===== src/rtl/rfg_pkg.sv =====
package rfg_pkg;
  localparam logic [1:0] RATIO_1TO1 = 2'd0;
  localparam logic [1:0] RATIO_2TO1 = 2'd1;
  localparam logic [1:0] CMD_MRL    = 2'd1;
  localparam logic [1:0] CMD_MRM    = 2'd2;
  localparam int LINE_BASE_DW   = 8;
  localparam int LINE_SIZES     = 3;
  localparam int SMALL_LINE_THR = 2;
  localparam int DRY_WAIT       = 7;
endpackage


===== src/rtl/rfg_thresh.sv =====
module rfg_thresh
  import rfg_pkg::*;
#(
  parameter int BND_W = 7
) (
  input  logic [1:0]       ratio_sel,
  input  logic [1:0]       rd_cmd,
  input  logic             prefetchable,
  input  logic [1:0]       line_sel,
  output logic [BND_W-1:0] thr,
  output logic [BND_W-1:0] bnd,
  output logic             direct,
  output logic             limited,
  output logic             hold_all
);
  logic [BND_W-1:0] line;
  logic [BND_W-1:0] base;
  logic             is_mrm;
  logic             is_mrl;
  logic             single;

  always_comb begin
    if (int'(line_sel) < LINE_SIZES)
      line = BND_W'(LINE_BASE_DW) << line_sel;
    else
      line = BND_W'(LINE_BASE_DW);
    is_mrm = (rd_cmd == CMD_MRM);
    is_mrl = (rd_cmd == CMD_MRL);
    single = !is_mrm && !is_mrl && !prefetchable;
    if (is_mrm)
      bnd = line << 1;
    else if (single)
      bnd = BND_W'(1);
    else
      bnd = line;
    if (line == BND_W'(LINE_BASE_DW))
      base = BND_W'(SMALL_LINE_THR);
    else if (is_mrm)
      base = line;
    else
      base = line >> 1;
    thr      = (base < bnd) ? base : bnd;
    direct   = (ratio_sel == RATIO_1TO1);
    limited  = (ratio_sel == RATIO_2TO1);
    hold_all = !direct && !limited;
  end
endmodule


===== src/rtl/rfg_drywait.sv =====
module rfg_drywait #(
  parameter int WAIT_CYC = 7
) (
  input  logic clk,
  input  logic rst,
  input  logic clear,
  input  logic armed,
  input  logic empty,
  output logic expired
);
  localparam int CNT_W = (WAIT_CYC > 1) ? $clog2(WAIT_CYC) : 1;
  logic [CNT_W-1:0] cnt;

  assign expired = armed && empty && (cnt == CNT_W'(WAIT_CYC - 1));

  always_ff @(posedge clk) begin
    if (rst || clear || !armed || !empty)
      cnt <= '0;
    else if (!expired)
      cnt <= cnt + 1'b1;
  end

  AST_DRY_COUNT_BOUNDED: assert property (@(posedge clk) disable iff (rst)
    int'(cnt) < WAIT_CYC);
  AST_DRY_RESTART_ON_DATA: assert property (@(posedge clk) disable iff (rst)
    !empty |=> cnt == '0);
endmodule


===== src/rtl/rfg_burstcnt.sv =====
module rfg_burstcnt #(
  parameter int BND_W = 7
) (
  input  logic             clk,
  input  logic             rst,
  input  logic             clear,
  input  logic             take,
  input  logic [BND_W-1:0] bnd,
  output logic             at_limit
);
  logic [BND_W-1:0] cnt;

  assign at_limit = take && ((int'(cnt) + 1) >= int'(bnd));

  always_ff @(posedge clk) begin
    if (rst || clear)
      cnt <= '0;
    else if (take && !at_limit)
      cnt <= cnt + 1'b1;
  end

  AST_BURST_BELOW_BOUND: assert property (@(posedge clk) disable iff (rst)
    bnd != '0 |-> cnt < bnd);
endmodule


===== src/rtl/rfg_gate.sv =====
module rfg_gate
  import rfg_pkg::*;
#(
  parameter int FILL_W = 7
) (
  input  logic              clk,
  input  logic              rst,
  input  logic              req_active,
  input  logic [1:0]        ratio_sel,
  input  logic [1:0]        rd_cmd,
  input  logic              prefetchable,
  input  logic [1:0]        line_sel,
  input  logic [FILL_W-1:0] q_fill,
  input  logic              tgt_done,
  input  logic              xfer_dw,
  output logic              release_data,
  output logic              disc_req
);
  localparam int MAX_BURST = 2 * (LINE_BASE_DW << (LINE_SIZES - 1));
  localparam int BND_W     = $clog2(MAX_BURST + 1);

  logic [BND_W-1:0] thr;
  logic [BND_W-1:0] bnd;
  logic direct, limited, hold_all;
  logic rel_q, disc_q;
  logic has_data, thr_met, go, drained, dry_hit, bnd_hit;

  rfg_thresh #(.BND_W(BND_W)) u_thresh (
    .ratio_sel(ratio_sel), .rd_cmd(rd_cmd), .prefetchable(prefetchable),
    .line_sel(line_sel), .thr(thr), .bnd(bnd), .direct(direct),
    .limited(limited), .hold_all(hold_all)
  );

  rfg_drywait #(.WAIT_CYC(DRY_WAIT)) u_dry (
    .clk(clk), .rst(rst), .clear(!req_active),
    .armed(rel_q && limited && !tgt_done && !disc_q),
    .empty(!has_data), .expired(dry_hit)
  );

  rfg_burstcnt #(.BND_W(BND_W)) u_burst (
    .clk(clk), .rst(rst), .clear(!req_active),
    .take(xfer_dw && rel_q), .bnd(bnd), .at_limit(bnd_hit)
  );

  always_comb begin
    has_data = (q_fill != '0);
    thr_met  = int'(q_fill) >= int'(thr);
    drained  = tgt_done && !has_data;
    if (direct)
      go = has_data;
    else if (hold_all)
      go = tgt_done && has_data;
    else
      go = thr_met || (tgt_done && has_data);
  end

  always_ff @(posedge clk) begin
    if (rst || !req_active) begin
      rel_q  <= 1'b0;
      disc_q <= 1'b0;
    end else begin
      if (go)
        rel_q <= 1'b1;
      if (rel_q && (drained || (limited && (dry_hit || bnd_hit))))
        disc_q <= 1'b1;
    end
  end

  assign release_data = rel_q;
  assign disc_req     = disc_q;

  AST_RELEASE_NEEDS_DATA: assert property (@(posedge clk) disable iff (rst)
    $rose(release_data) |-> $past(q_fill) != '0);
  AST_WIDE_RATIO_WAITS: assert property (@(posedge clk) disable iff (rst)
    ($rose(release_data) && $past(ratio_sel) >= 2'd2) |-> $past(tgt_done));
  AST_IDLE_CLEARS: assert property (@(posedge clk) disable iff (rst)
    !req_active |=> (!release_data && !disc_req));
  AST_OUTPUTS_STICKY: assert property (@(posedge clk) disable iff (rst)
    (req_active && release_data) |=> release_data);
  AST_DISC_AFTER_RELEASE: assert property (@(posedge clk) disable iff (rst)
    disc_req |-> release_data);
  AST_EQUAL_RATIO_NO_LIMIT: assert property (@(posedge clk) disable iff (rst)
    ($rose(disc_req) && $past(ratio_sel) == 2'd0) |-> $past(tgt_done));
endmodule


===== config.mk =====
export PLATFORM = sky130hd
export DESIGN_NAME = rfg_gate
export DESIGN_NICKNAME = d
export VERILOG_FILES = /design/src/rtl/rfg_pkg.sv /design/src/rtl/rfg_thresh.sv /design/src/rtl/rfg_drywait.sv /design/src/rtl/rfg_burstcnt.sv /design/src/rtl/rfg_gate.sv
export SDC_FILE = /design/constraint.sdc
export NUM_CORES = 1
export LEC_CHECK = 0
export BUFFER_PORTS_ARGS = -buffer_cell sky130_fd_sc_hd__buf_2
export CAP_MARGIN = 40
export CORE_MARGIN = 1
export CORE_UTILIZATION = 51
export CTS_CLUSTER_DIAMETER = 50
export DETAILED_ROUTE_END_ITERATION = 16
export GPL_ROUTABILITY_DRIVEN = 0
export PLACE_DENSITY = 0.77
export SLEW_MARGIN = 30
export SYNTH_ARGS = -nofsm -noshare
export SYNTH_HDL_FRONTEND = slang
export SYNTH_SLANG_ARGS = --single-unit

===== constraint.sdc =====
create_clock -name clk -period 3.4 [get_ports clk]
set_input_delay 0.17 -clock clk [delete_from_list [all_inputs] [get_ports clk]]
set_output_delay 0.17 -clock clk [all_outputs]
set_load 0.01 [all_outputs]

==> metrics.cfg, run 1 <==
[run_status]
outcome = complete, no violations

[place]
dp_hpwl_um = 1840
numPortBuffers = 20
dp_cells = 192

[worst_setup_path]
path_cells = ha_1, and3_1, nand3_1, xnor2_1, ha_1, a21oi_1, nand2_1, or3_4, or4_1, a21oi_1
setup.worst_path.start_class = register
critical_path_peak_fanout = 6
cp.required_ps = 3600
crit_path_max_incr_delay_ps = 490
critical-path-top-delay-family = simple AND/OR/NAND/NOR gates
path_buf_inv = 0
cp_num_cells = 10
path_class = reg -> reg
reg2reg_slack_ps = 500
rr_worst_depth = 10
cp-end-kind = register
crit_slowest_cell = or4_1
cp.arrival_ps = 3110

[detailed_routing]
drt_iter0_drc = 14
routedWlPerCell_um = 11.5
drc = 0
vias = 1088
ant_nets = 0
via_per_inst = 5.55
wl_um = 2250
first_pass_iters = 4

[timing]
hold_violations = 0
period_minus_slack_ps = 2900
fmax_mhz = 344
finalSetupViolCount = 0
rsz0062_at_grt = false
slew_headroom_pct = 52.0
timing.hold.ws_ps = 227
skew_ps = 0.196
tns_ps = 0
maxSlewViolCount = 0
worst_pin_slew_ps = 714
period_share_pct = 85.4

[yosys]
ys_warn_count = 0
synth.distinct_cells = 34
synthCells = 145
ys_seq_area_share_pct = 21.2
syn_area_um2 = 1130
ys_seq_elements = 12
avgSynthCellArea_um2 = 7.83

[pwr]
p_per_area_nw_per_um2 = 266
p_sw_share_pct = 28.5
p_switching_w = 0.0000989
p_int_w = 0.000248
leakage_nw = 0.594
power.share.sequential_pct = 41.2
power_frac_comb_pct = 27.0
p_clk_share_pct = 31.8
peakVddDrop_uv = 193
totalPowerFinal_w = 0.000347

[global_route]
grt_max_degree = 11
grt-ovfl-total = 0
grt_util_met2_pct = 37.9
grt_pass1_vias = 1052
grt_util_met1_pct = 25.9
antenna_found_initial = 0
use_met3_pct = 1.25
grt_pass1_wl_um = 4110
grt_usage_pct = 21.2
top_usage_layer = met2

[final_layout]
drive_gt1_share_pct = 15.4
final_common_cell = ha_1
layout.cells.non_filler = 196
final_core_util_pct = 64.5
layout_common_cells = 21 x ha_1, 20 x buf_2, 16 x nor2_1
fin_nets = 210
syn_to_final_growth_pct = 15.0
antenna_cells = 0

[die]
initial_core_util_pct = 56.1
design.core.area_um2 = 2020
die_width_um = 49.2
ios = 21
die_area_um2 = 2420
row_count = 16
die_h_um = 49.2

[cts]
cts_sinks = 12
cts_buffer_depth = 2
cts_inserted_buffers = 3
h-tree-depth = 1
cts_tree = done
clkSlewWorstSetupHoldPaths_ps = 70
cts-resized-gates = 0
cts_hold_buf = 0
clock_latency_ps = 270
postCtsSetupBuffers = 0
root_buffer = clkbuf_4

[min_path]
hold_depth = 4
hold_path.class = in -> reg

[job]
maxCapViolations = 0

-- worst paths after layout --
path,start,endpoint
setup / recovery,u_burst.cnt[0],u_burst.cnt[5]
hold / removal,ratio_sel[1],release_data
setup reg to reg,u_burst.cnt[0],u_burst.cnt[5]
hold reg to reg,u_burst.cnt[1],u_burst.cnt[1]
-- flip-flops by register name (all words and copies together), names as in the netlist --
signal and count:
u_dry.cnt 3, disc_req 1, u_burst.cnt 7, release_data 1
-- power groups by stage --
stage               logic [W]  clock network [W]  registers, W
global placement    0.0000898                  0      0.000146
finish              0.0000938           0.000111      0.000143
floorplan           0.0000650                  0      0.000146
detailed placement  0.0000939                  0      0.000146
CTS                 0.0000943           0.000114      0.000143
global route         0.000109           0.000120      0.000143
-- worst register-to-register path, cell delays in order, from the launching register on --
cell     delay (ps)
dfxtp_1         420
ha_1            230
and3_1          230
nand3_1         150
xnor2_1         160
ha_1            320
a21oi_1         150
nand2_1         110
or3_4           420
or4_1           490
a21oi_1         150
-- through the flow --
| stage | area [um^2] | setup WS [ps] |
|---|---|---|
| 2_1_floorplan | 1140 | 733 |
| 4_1_cts | 1310 | 495 |
| 3_3_place_gp | 1270 | 484 |
| 5_1_grt | 1310 | 289 |
| 3_5_place_dp | 1270 | 441 |
| 6_report | 1310 | 497 |
-- cells by family after synthesis --
family / synth area share, %
flip-flops: 21.2
AND/OR/NAND/NOR: 28.9
buffers and inverters: 2.65
XOR/XNOR: 6.95
multiplexers: 0.882
AO/OA/AOI/OAI: 16.0
adder cells (fa/ha/maj): 23.2
other: 0.330
-- Yosys cell counts --
cell / count / area (um^2)
ha_1: 21 / 263
nor2_1: 16 / 60.1
nand2_1: 15 / 56.3
dfxtp_1: 12 / 240
a21oi_1: 8 / 40.0
nand3_1: 8 / 40.0
o21ai_0: 8 / 40.0
xnor2_1: 8 / 70.1
inv_1: 7 / 26.3
nor3_1: 4 / 20.0
nor4_1: 4 / 25.0
nand2b_1: 3 / 18.8
nor2b_1: 3 / 18.8
o31ai_1: 3 / 22.5
or4_1: 3 / 22.5
a21o_1: 2 / 15.0
and3_1: 2 / 12.5
o21a_1: 2 / 15.0
a211oi_1: 1 / 7.51
a311oi_1: 1 / 8.76
a31oi_1: 1 / 6.26
and2_1: 1 / 6.26
clkbuf_1: 1 / 3.75
conb_1: 1 / 3.75
mux2i_1: 1 / 10.0
nand3b_1: 1 / 7.51
nand4_1: 1 / 6.26
nor3b_1: 1 / 7.51
nor4b_2: 1 / 15.0
o2111ai_1: 1 / 8.76
o311ai_0: 1 / 8.76
o31a_1: 1 / 8.76
or3_4: 1 / 11.3
xor2_1: 1 / 8.76
-- routing by layer --
| metal | part of all wire (%) | routed length [um] |
|---|---|---|
| met5 | 0 | 0 |
| met4 | 1.1 | 24 |
| met3 | 2.6 | 59 |
| met2 | 48 | 1090 |
| met1 | 48 | 1080 |
-- cell type report --
cell class	count	area, um^2
inverters	7	26.3
multi-input cells	126	868
clock buffers	4	36.3
well taps	27	33.8
fillers	200	717
flip-flops and latches	12	240
repair buffers	20	100
Power figures use the tool's default switching activity.
==> run 2: changes to the inputs <==
--- a/config.mk
+++ b/config.mk
@@ -7,12 +7,12 @@
 export LEC_CHECK = 0
 export BUFFER_PORTS_ARGS = -buffer_cell sky130_fd_sc_hd__buf_2
 export CAP_MARGIN = 40
-export CORE_MARGIN = 1
 export CORE_UTILIZATION = 51
 export CTS_CLUSTER_DIAMETER = 50
 export DETAILED_ROUTE_END_ITERATION = 16
 export GPL_ROUTABILITY_DRIVEN = 0
 export PLACE_DENSITY = 0.77
+export REMOVE_ABC_BUFFERS = 1
 export SLEW_MARGIN = 30
 export SYNTH_ARGS = -nofsm -noshare
 export SYNTH_HDL_FRONTEND = slang
==> run 2 against run 1 <==
Net effect: design area is 1.1% lower; critical endpoint unchanged; die area stayed put; flip-flop and latch count stayed put; clock skew is 6.3 ps higher; core utilization is 0.68 points lower; sequential share of layout area is 0.20 points higher; global-route usage is 0.13 points lower; final cell count is 0.51% lower; register-to-register slack hardly changed.
==> metrics.cfg, run 2 (synthesized netlist as in run 1, its figures left out) <==
[run_status]
outcome = complete, no violations  ; unchanged

[cts]
cts_sinks = 12  ; unchanged
cts_buffer_depth = 2  ; unchanged
root_buffer = clkbuf_4  ; unchanged
cts_tree = done  ; unchanged
cts-resized-gates = 0  ; unchanged
cts_hold_buf = 0  ; unchanged
postCtsSetupBuffers = 0  ; unchanged
h-tree-depth = 1  ; unchanged
clock_latency_ps = 270  ; about the same
clkSlewWorstSetupHoldPaths_ps = 70  ; about the same
cts_inserted_buffers = 3  ; unchanged

[final_layout]
drive_gt1_share_pct = 14.9  ; was 15.4%
largest_reg_flops = 7  ; unchanged
syn_to_final_growth_pct = 13.8  ; was 15.0%
antenna_cells = 0  ; unchanged
layout_common_cells = 21 x ha_1, 20 x buf_2, 16 x nor2_1  ; unchanged
final_common_cell = ha_1  ; unchanged
reg_top3 = u_burst.cnt: 7 flops, u_dry.cnt: 3 flops  ; unchanged
fin_nets = 210  ; unchanged
regMostFlops = u_burst.cnt  ; unchanged
layout.cells.non_filler = 195  ; was 196

[place]
dp_cells = 192  ; unchanged
numPortBuffers = 20  ; unchanged
dp_hpwl_um = 1890  ; was 1840 um
post-place-ws_ps = 474  ; was 441 ps

[detailed_routing]
drc = 0  ; unchanged
drt_iter0_drc = 14  ; unchanged
ant_nets = 0  ; unchanged
via_per_inst = 5.55  ; about the same
vias = 1082  ; was 1088
routedWlPerCell_um = 11.8  ; was 11.5 um
first_pass_iters = 4  ; unchanged
wl_um = 2300  ; was 2250 um

[global_route]
grt-ovfl-total = 0  ; unchanged
grt_usage_pct = 21.0  ; was 21.2%
grt_pass1_wl_um = 4070  ; was 4110 um
grt_pass1_vias = 1008  ; was 1052
grt_max_degree = 11  ; unchanged
antenna_found_initial = 0  ; unchanged

[timing]
period_minus_slack_ps = 2910  ; was 2900 ps
period_share_pct = 85.6  ; was 85.4%
slew_headroom_pct = 50.8  ; was 52.0%
skew_ps = 6.47  ; was 0.196 ps
setup_ws_ps = 491  ; was 497 ps
tns_ps = 0  ; unchanged
fmax_mhz = 344  ; about the same
hold_violations = 0  ; unchanged
rsz0062_at_grt = false  ; unchanged
maxSlewViolCount = 0  ; unchanged
worst_pin_slew_ps = 731  ; was 714 ps
finalSetupViolCount = 0  ; unchanged

[die]
initial_core_util_pct = 56.1  ; unchanged
design.core.area_um2 = 2020  ; unchanged
die_h_um = 49.2  ; unchanged
die_width_um = 49.2  ; unchanged
ios = 21  ; unchanged
row_count = 16  ; unchanged
die_area_um2 = 2420  ; unchanged

[worst_setup_path]
r2r-end = u_burst.cnt[5]  ; unchanged
cp-end-kind = register  ; unchanged
critical_path_peak_fanout = 6  ; unchanged
worstSetupEndpoint = u_burst.cnt[5]  ; unchanged
cp.required_ps = 3600  ; about the same
path_class = reg -> reg  ; unchanged
reg2reg_slack_ps = 490  ; was 500 ps
rr_worst_depth = 10  ; unchanged
cp.arrival_ps = 3110  ; about the same
startpoint = u_burst.cnt[0]  ; unchanged
setup.worst_path.start_class = register  ; unchanged
r2r-start = u_burst.cnt[0]  ; unchanged

[pwr]
p_per_area_nw_per_um2 = 250  ; was 266 nW/um^2
peakVddDrop_uv = 253  ; was 193 uV
leakage_nw = 0.587  ; was 0.594 nW

[job]
maxCapViolations = 0  ; unchanged

[min_path]
hold_path.class = in -> reg  ; unchanged

[run 2: report_power, final]
| part | switching [W] | leakage [nW] | internal, W |
|---|---|---|---|
| sequential | 0.00000152 | 0.0969 | 0.000142 |
| clock | 0.0000439 | 0.0138 | 0.0000409 |
| combinational | 0.0000530 | 0.476 | 0.0000421 |
[run 2: critical path: stages, from the launching register on]
cell and delay (ps):
dfxtp_1 420, ha_1 230, and3_1 230, nand3_1 150, xnor2_1 160, ha_1 330, a21oi_1 160, nand2_1 120
or3_4 420, or4_1 470, a21oi_1 150
[run 2: through the flow]
stage          power (W)  cell area, um^2  hold slack (ps)  util (%)
2_1_floorplan   0.000211             1130              380         -
3_3_place_gp    0.000235             1270              480      62.7
3_5_place_dp    0.000241             1270              498      62.7
4_1_cts         0.000329             1290              236      63.9
5_1_grt         0.000345             1290              259      63.9
6_report        0.000323             1290              253      63.9
[run 2: final cells by class]
class | instances | area [um^2]
multi-input cells | 126 | 868
fillers | 186 | 731
flip-flops and latches | 12 | 240
repair buffers | 20 | 100
well taps | 27 | 33.8
inverters | 7 | 26.3
clock buffers | 3 | 22.5
[run 2: layer usage]
layer	wire length (um)	global-route usage (%)
met1	1080	25.7
met2	1140	38.6
met3	70	0.935
met4	9	7.35
met5	0	0
[run 2: worst min-delay path by stage]
stage                         startpoint        endpoint  slack, ps  cells after the start
after floorplan                 tgt_done    u_dry.cnt[0]        380                      2
after global placement    u_burst.cnt[1]  u_burst.cnt[1]        480                      2
after detailed placement  u_burst.cnt[1]  u_burst.cnt[1]        500                      2
after CTS                       tgt_done    u_dry.cnt[0]        240                      3
after global routing            tgt_done    u_dry.cnt[0]        260                      3
final                           tgt_done    u_dry.cnt[0]        250                      3
